### src/rtl/tqp_pkg.sv
package tqp_pkg;

   typedef enum logic [2:0] {
      ST_IDLE,
      ST_K_REQ,
      ST_K_USE,
      ST_L_REQ,
      ST_L_USE,
      ST_M_REQ,
      ST_M_USE,
      ST_DONE
   } probe_state_t;

   // Width of an index able to address n items (at least one bit).
   function automatic int idx_bits(input int n);
      return (n <= 1) ? 1 : $clog2(n);
   endfunction

endpackage

### src/rtl/tqp_slot_ctr.sv
module tqp_slot_ctr #(
   parameter  int LEN = 6,
   localparam int IW  = tqp_pkg::idx_bits(LEN)
) (
   input  logic          clk,
   input  logic          rst_n,
   input  logic          clr,
   input  logic          step,
   output logic [IW-1:0] idx,
   output logic          last
);

   logic [IW-1:0] idx_nxt;

   if (LEN < 2) begin : g_bad_len
      $error("tqp_slot_ctr: LEN must be at least 2");
   end

   // Power-of-two length wraps by itself; otherwise compare against the end.
   if (LEN == (1 << IW)) begin : g_pow2
      assign last    = &idx;
      assign idx_nxt = idx + 1'b1;
   end else begin : g_cmp
      assign last    = (idx == IW'(LEN - 1));
      assign idx_nxt = last ? '0 : idx + 1'b1;
   end

   always_ff @(posedge clk or negedge rst_n) begin
      if (!rst_n)     idx <= '0;
      else if (clr)   idx <= '0;
      else if (step)  idx <= idx_nxt;
   end

   AST_SLOT_STEP: assert property (@(posedge clk) disable iff (!rst_n)
      (step && !clr && !last) |=> (idx == $past(idx) + 1'b1));
   AST_SLOT_WRAP: assert property (@(posedge clk) disable iff (!rst_n)
      (step && !clr && last) |=> (idx == '0));
   AST_SLOT_BOUND: assert property (@(posedge clk) disable iff (!rst_n)
      idx <= IW'(LEN - 1));

endmodule

### src/rtl/tqp_ctrl.sv
module tqp_ctrl
   import tqp_pkg::*;
#(
   parameter bit EARLY_EXIT = 1'b1
) (
   input  logic         clk,
   input  logic         rst_n,
   input  logic         start,
   input  logic         c2b_is_cand,
   input  logic         b2c_is_origin,
   input  logic         a_last,
   input  logic         b_last,
   input  logic         c_last,
   output probe_state_t state,
   output logic         accept,
   output logic         step_a,
   output logic         step_b,
   output logic         step_c,
   output logic         ld_k,
   output logic         ld_l,
   output logic         busy,
   output logic         done,
   output logic         found
);

   probe_state_t state_nxt;
   logic         hit;
   logic         stop_hit;

   if (EARLY_EXIT) begin : g_stop_first
      assign stop_hit = c2b_is_cand;
   end else begin : g_walk_all
      assign stop_hit = 1'b0;
   end

   always_comb begin
      state_nxt = state;
      accept    = 1'b0;
      step_a    = 1'b0;
      step_b    = 1'b0;
      step_c    = 1'b0;
      ld_k      = 1'b0;
      ld_l      = 1'b0;
      hit       = 1'b0;
      unique case (state)
         ST_IDLE: begin
            if (start) begin
               accept    = 1'b1;
               state_nxt = ST_K_REQ;
            end
         end
         ST_K_REQ: state_nxt = ST_K_USE;
         ST_K_USE: begin
            if (c2b_is_cand) begin
               step_a    = 1'b1;
               state_nxt = a_last ? ST_DONE : ST_K_REQ;
            end else begin
               ld_k      = 1'b1;
               state_nxt = ST_L_REQ;
            end
         end
         ST_L_REQ: state_nxt = ST_L_USE;
         ST_L_USE: begin
            if (b2c_is_origin) begin
               step_b = 1'b1;
               if (b_last) begin
                  step_a    = 1'b1;
                  state_nxt = a_last ? ST_DONE : ST_K_REQ;
               end else begin
                  state_nxt = ST_L_REQ;
               end
            end else begin
               ld_l      = 1'b1;
               state_nxt = ST_M_REQ;
            end
         end
         ST_M_REQ: state_nxt = ST_M_USE;
         ST_M_USE: begin
            hit = c2b_is_cand;
            if (stop_hit) begin
               state_nxt = ST_DONE;
            end else begin
               step_c = 1'b1;
               if (!c_last) begin
                  state_nxt = ST_M_REQ;
               end else begin
                  step_b = 1'b1;
                  if (!b_last) begin
                     state_nxt = ST_L_REQ;
                  end else begin
                     step_a    = 1'b1;
                     state_nxt = a_last ? ST_DONE : ST_K_REQ;
                  end
               end
            end
         end
         ST_DONE: state_nxt = ST_IDLE;
         default: state_nxt = ST_IDLE;
      endcase
   end

   always_ff @(posedge clk or negedge rst_n) begin
      if (!rst_n) begin
         state <= ST_IDLE;
         found <= 1'b0;
      end else begin
         state <= state_nxt;
         if (accept)   found <= 1'b0;
         else if (hit) found <= 1'b1;
      end
   end

   assign busy = (state != ST_IDLE);
   assign done = (state == ST_DONE);

   AST_DONE_PULSE: assert property (@(posedge clk) disable iff (!rst_n)
      done |=> !done);
   AST_DONE_BUSY: assert property (@(posedge clk) disable iff (!rst_n)
      done |-> busy);
   AST_BUSY_ON_ACCEPT: assert property (@(posedge clk) disable iff (!rst_n)
      (!busy && start) |=> busy);
   AST_IDLE_FOUND_HOLD: assert property (@(posedge clk) disable iff (!rst_n)
      (!busy && !start) |=> $stable(found));
   AST_HIT_ENDS_WALK: assert property (@(posedge clk) disable iff (!rst_n)
      (EARLY_EXIT && $rose(found)) |-> done);

endmodule

### src/rtl/tanner_quad_probe.sv
module tanner_quad_probe
   import tqp_pkg::*;
#(
   parameter  int NUM_BITS   = 1024,
   parameter  int NUM_CHECKS = 512,
   parameter  int CHK_DEG    = 6,
   parameter  int BIT_DEG    = 3,
   parameter  bit EARLY_EXIT = 1'b1,
   localparam int BW  = idx_bits(NUM_BITS),
   localparam int CW  = idx_bits(NUM_CHECKS),
   localparam int SBW = idx_bits(CHK_DEG),
   localparam int SCW = idx_bits(BIT_DEG)
) (
   input  logic              clk,
   input  logic              rst_n,
   input  logic              start,
   input  logic [BW-1:0]     cand_bit,
   input  logic [CW-1:0]     cand_chk,
   output logic              busy,
   output logic              done,
   output logic              loop_found,
   output logic [CW+SBW-1:0] c2b_addr,
   input  logic [BW-1:0]     c2b_data,
   output logic [BW+SCW-1:0] b2c_addr,
   input  logic [CW-1:0]     b2c_data
);

   if (NUM_BITS < 2 || NUM_CHECKS < 2) begin : g_bad_nodes
      $error("tanner_quad_probe: node counts must be at least 2");
   end
   if (CHK_DEG < 2 || BIT_DEG < 2) begin : g_bad_deg
      $error("tanner_quad_probe: degrees must be at least 2");
   end

   probe_state_t   state;
   logic           accept;
   logic           step_a, step_b, step_c;
   logic           ld_k, ld_l;
   logic           a_last, b_last, c_last;
   logic [SBW-1:0] a_idx;
   logic [SCW-1:0] b_idx;
   logic [SBW-1:0] c_idx;
   logic [BW-1:0]  tgt_bit;
   logic [CW-1:0]  tgt_chk;
   logic [BW-1:0]  k_reg;
   logic [CW-1:0]  l_reg;
   logic           c2b_is_cand;
   logic           b2c_is_origin;

   // Candidate pair and the two walk registers.
   always_ff @(posedge clk or negedge rst_n) begin
      if (!rst_n) begin
         tgt_bit <= '0;
         tgt_chk <= '0;
         k_reg   <= '0;
         l_reg   <= '0;
      end else begin
         if (accept) begin
            tgt_bit <= cand_bit;
            tgt_chk <= cand_chk;
         end
         if (ld_k) k_reg <= c2b_data;
         if (ld_l) l_reg <= b2c_data;
      end
   end

   assign c2b_is_cand   = (c2b_data == tgt_bit);
   assign b2c_is_origin = (b2c_data == tgt_chk);

   // Outer and inner loops share the check-to-bit port.
   always_comb begin
      if (state == ST_M_REQ || state == ST_M_USE)
         c2b_addr = {l_reg, c_idx};
      else
         c2b_addr = {tgt_chk, a_idx};
   end
   assign b2c_addr = {k_reg, b_idx};

   tqp_slot_ctr #(.LEN(CHK_DEG)) u_ctr_a (
      .clk(clk), .rst_n(rst_n), .clr(accept), .step(step_a),
      .idx(a_idx), .last(a_last));

   tqp_slot_ctr #(.LEN(BIT_DEG)) u_ctr_b (
      .clk(clk), .rst_n(rst_n), .clr(accept), .step(step_b),
      .idx(b_idx), .last(b_last));

   tqp_slot_ctr #(.LEN(CHK_DEG)) u_ctr_c (
      .clk(clk), .rst_n(rst_n), .clr(accept), .step(step_c),
      .idx(c_idx), .last(c_last));

   tqp_ctrl #(.EARLY_EXIT(EARLY_EXIT)) u_ctrl (
      .clk(clk), .rst_n(rst_n), .start(start),
      .c2b_is_cand(c2b_is_cand), .b2c_is_origin(b2c_is_origin),
      .a_last(a_last), .b_last(b_last), .c_last(c_last),
      .state(state), .accept(accept),
      .step_a(step_a), .step_b(step_b), .step_c(step_c),
      .ld_k(ld_k), .ld_l(ld_l),
      .busy(busy), .done(done), .found(loop_found));

   AST_TARGET_HOLD: assert property (@(posedge clk) disable iff (!rst_n)
      busy |=> ($stable(tgt_bit) && $stable(tgt_chk)));
   AST_K_SKIP: assert property (@(posedge clk) disable iff (!rst_n)
      (state == ST_K_USE && c2b_is_cand) |=> (state != ST_L_REQ));
   AST_L_SKIP: assert property (@(posedge clk) disable iff (!rst_n)
      (state == ST_L_USE && b2c_is_origin) |=> (state != ST_M_REQ));
   AST_M_READS_L: assert property (@(posedge clk) disable iff (!rst_n)
      (state == ST_M_REQ) |-> (c2b_addr[CW+SBW-1:SBW] == l_reg));

endmodule

### config.mk
export PLATFORM = sky130hd
export DESIGN_NAME = tanner_quad_probe
export DESIGN_NICKNAME = d
export VERILOG_FILES = /design/src/rtl/tqp_pkg.sv /design/src/rtl/tqp_slot_ctr.sv /design/src/rtl/tqp_ctrl.sv /design/src/rtl/tanner_quad_probe.sv
export SDC_FILE = /design/constraint.sdc
export NUM_CORES = 1
export LEC_CHECK = 0
export BUFFER_PORTS_ARGS = -buffer_cell sky130_fd_sc_hd__buf_2
export CAP_MARGIN = 5
export CORE_MARGIN = 4
export CORE_UTILIZATION = 47
export DETAILED_ROUTE_END_ITERATION = 6
export PLACE_DENSITY = 0.82
export SYNTH_ARGS = -nofsm -noshare
export SYNTH_HDL_FRONTEND = slang
export SYNTH_SLANG_ARGS = --single-unit
### constraint.sdc
create_clock -name clk -period 2.1 [get_ports clk]
set_input_delay 0.42 -clock clk [delete_from_list [all_inputs] [get_ports clk]]
set_output_delay 0.42 -clock clk [all_outputs]
set_load 0.005 [all_outputs]
==> flow_summary.yaml <==
global_route:
  busiest_layer: "met2"
  grt_remaining_overflow: 0
  antenna_found_initial: 0
  grt_pass1_vias: 2226
  grt_pass1_wl_um: 9749
  track_usage: 0.1921
  met2_usage: 0.3087
  grt_start_max_net_pins: 51
  grt_use_met3: 0.05765
  grtUsageMet1: 0.2350
layout:
  mostFrequentLayoutCell: "nand2_1"
  areaGrowthSynthToFinish_pct: 32.15
  drive_gt1_frac: 0.4375
  nNetsFinal: 377
  final_cell_mix: "nand2_1, buf_2, dfrtp_1"
  fin_util: 0.6414
  fill_cells: 440
  n_antenna_cell: 0
timing:
  min_period_ns: 2.179
  setup_tns_ns: -0.8064
  final.setup_skew_ns: 0.009137
  whs_ns: 0.2151
  period_share: 1.037
  slew_headroom: 0.5803
  finalHoldViolations: 0
  max_freq_ghz: 0.4590
  tightest_slew_ns: 0.6295
  rsz0062_at_grt: "true"
  setup_ws_ns: -0.07861
  finalMaxSlewViolations: 0
  setup_violations: 13
power:
  power.leakage_nw: 1.608
  peakVddDrop_v: 0.0006502
  power_mw: 4.302
  power_density_nw_per_um2: 1305
placement:
  dp_hpwl_um: 4104
  io_buffers: 67
  place_ws_ns: -0.1122
  place_congestion: 0.8420
logic_synthesis:
  synthDistinctLibCells: 39
  synthSimpleGateAreaFrac: 0.1901
  yosysTopAreaCellShare: 0.5015
  synthArstFlopShare: 1.000
  synth-xor-area-share: 0.06670
  synth_edf_count: 0
  ys.flop_type: "dfrtp_1"
  synth_top_family_by_area: "simple AND/OR/NAND/NOR gates"
  synthMuxAreaShare: 0.1520
  synth_area_um2: 2495
  synthCells: 244
  synth-adder-area-share: 0
  synth_top_area_cell: "dfrtp_1"
  avgSynthCellArea_um2: 10.22
  synth.ff_latch_count: 50
  synth_compound_area_frac: 0.06971
  synth.net_count: 285
  ys_seq_area_frac: 0.5015
  yosysWarnings: 0
  synth.area.top_cells: "dfrtp_1, mux2_2, nand2_1, xnor2_1, nor2_1"
worst_setup_path:
  crit_arrival_ns: 1.76
  slowest_stage: "dfrtp_2"
  crit_family: "flip-flops"
  startpoint_type: "register"
  cp_slowest_stage_delay_ns: 0.44
  path_depth: 5
  critPathRequiredTime_ns: 1.68
  rr_worst_depth: 6
  crit_chain: "nor2b_2 > o21ai_2 > buf_4 > mux2_2 > buf_2"
  path_buf_inv: 2
  worstSetupEndpointType: "output pin"
  path_max_fanout: 6
  criticalPathCategory: "reg -> out"
clocking:
  clock_latency_ns: 0.30
  cts_tree: "done"
  clock_sinks: 50
  h-tree-depth: 2
  cts-hold-fix-buffers: 0
  numCtsBuffers: 5
  clk_path_buf_depth: 2
  clockRootBuffer: "clkbuf_8"
  clk_pin_slew_worst_paths_ns: 0.09
die:
  placementRows: 26
  die_area_um2: 6538
  start_util: 0.4854
  io-pin-count: 68
  core-area_um2: 5140
  die_h_um: 80.86
  die_w_um: 80.86
route:
  ant_nets: 0
  post_drt_wl_per_cell_um: 14.49
  route.detailed.drc: 0
  drt-total-wl_um: 5884
  dr_total_vias: 2089
  viasPerCell: 5.145
  drt_iter0_drc: 148
  dr.pass1.iters: 4
job:
  max_cap_violations: 0
status:
  violations: "setup timing"
  status: "complete, but fails checks"
worst_hold_path:
  hold_path.class: "in -> async"
timing repair:
| item | CTS | global route |
|---|---|---|
| pin swaps | 3 | 8 |
| resized for setup | 20 | 13 |
| endpoints found under the setup margin | 19 | 35 |
| setup buffers | 4 | 2 |
per-stage QoR:
stage	std cells	instance area [µm²]
finish	406	3297
detailed placement	393	3040
global placement	393	3040
CTS	404	3229
floorplan	244	2496
global route	406	3297
routing by layer:
layer / wire length (µm) / share of wire / vias to the layer above
met5: 0 / 0 / -
met4: 188 / 0.032 / 0
li1: - / - / 1013
met2: 2760 / 0.47 / 74
met1: 2487 / 0.42 / 981
met3: 447 / 0.076 / 21
worst paths after layout:
check / from / endpoint / slack [ns]
worst max-delay path: u_ctrl.state[1] / c2b_addr[3] / -0.08
worst min-delay path: rst_n / tgt_chk[7] / 0.22
worst max register to register: tgt_chk[4] / u_ctr_a.idx[1] / -0.02
worst min register to register: tgt_bit[9] / tgt_bit[9] / 0.50
max in group asynchronous: rst_n / u_ctrl.state[2] / 1.44
min in group clk: cand_chk[3] / tgt_chk[3] / 0.30
cell usage after synthesis, types with 2 or more instances:
cell,count
nand3_1,3
a21oi_1,6
o21a_1,2
dfrtp_1,50
xnor2_1,15
o21ai_0,6
xor2_1,4
or4_1,2
nand4_1,2
or3_1,4
nor3b_1,2
inv_1,2
mux2_2,31
mux2i_1,3
clkbuf_1,8
nor2b_1,2
nor2_1,13
nor3_1,3
nand2_1,66
worst register-to-register path, delay by kind of cell, from the launching register on:
kind / cells / cell delay, ns
AO/OA/AOI/OAI: 2 / 0.37
XOR/XNOR: 1 / 0.20
flip-flops: 1 / 0.41
AND/OR/NAND/NOR: 3 / 1.07
cell type report:
cell class / count / area, µm² / area share
repair buffers: 95 / 600.6 / 0.1822
clock buffers: 7 / 76.32 / 0.02315
multi-input cells: 182 / 1270 / 0.3852
well taps: 70 / 87.58 / 0.02657
flip-flops and latches: 50 / 1255 / 0.3806
inverters: 2 / 7.507 / 0.002277
report_power, final:
group	leakage, nW	internal, mW	switching (mW)
Clock	0.0383	0.230	0.305
Sequential	0.619	1.38	0.313
Combinational	0.951	1.17	0.904
Total	1.61	2.78	1.52
logic make-up (layout without fill, tap and decap cells):
logic type | count (synthesis) | count (layout)
AND/OR/NAND/NOR | 105 | 105
flip-flops | 50 | 50
multiplexers | 34 | 34
AO/OA/AOI/OAI | 24 | 24
XOR/XNOR | 19 | 19
buffers and inverters | 12 | 104
No activity file was read; power rests on OpenSTA's default activity.
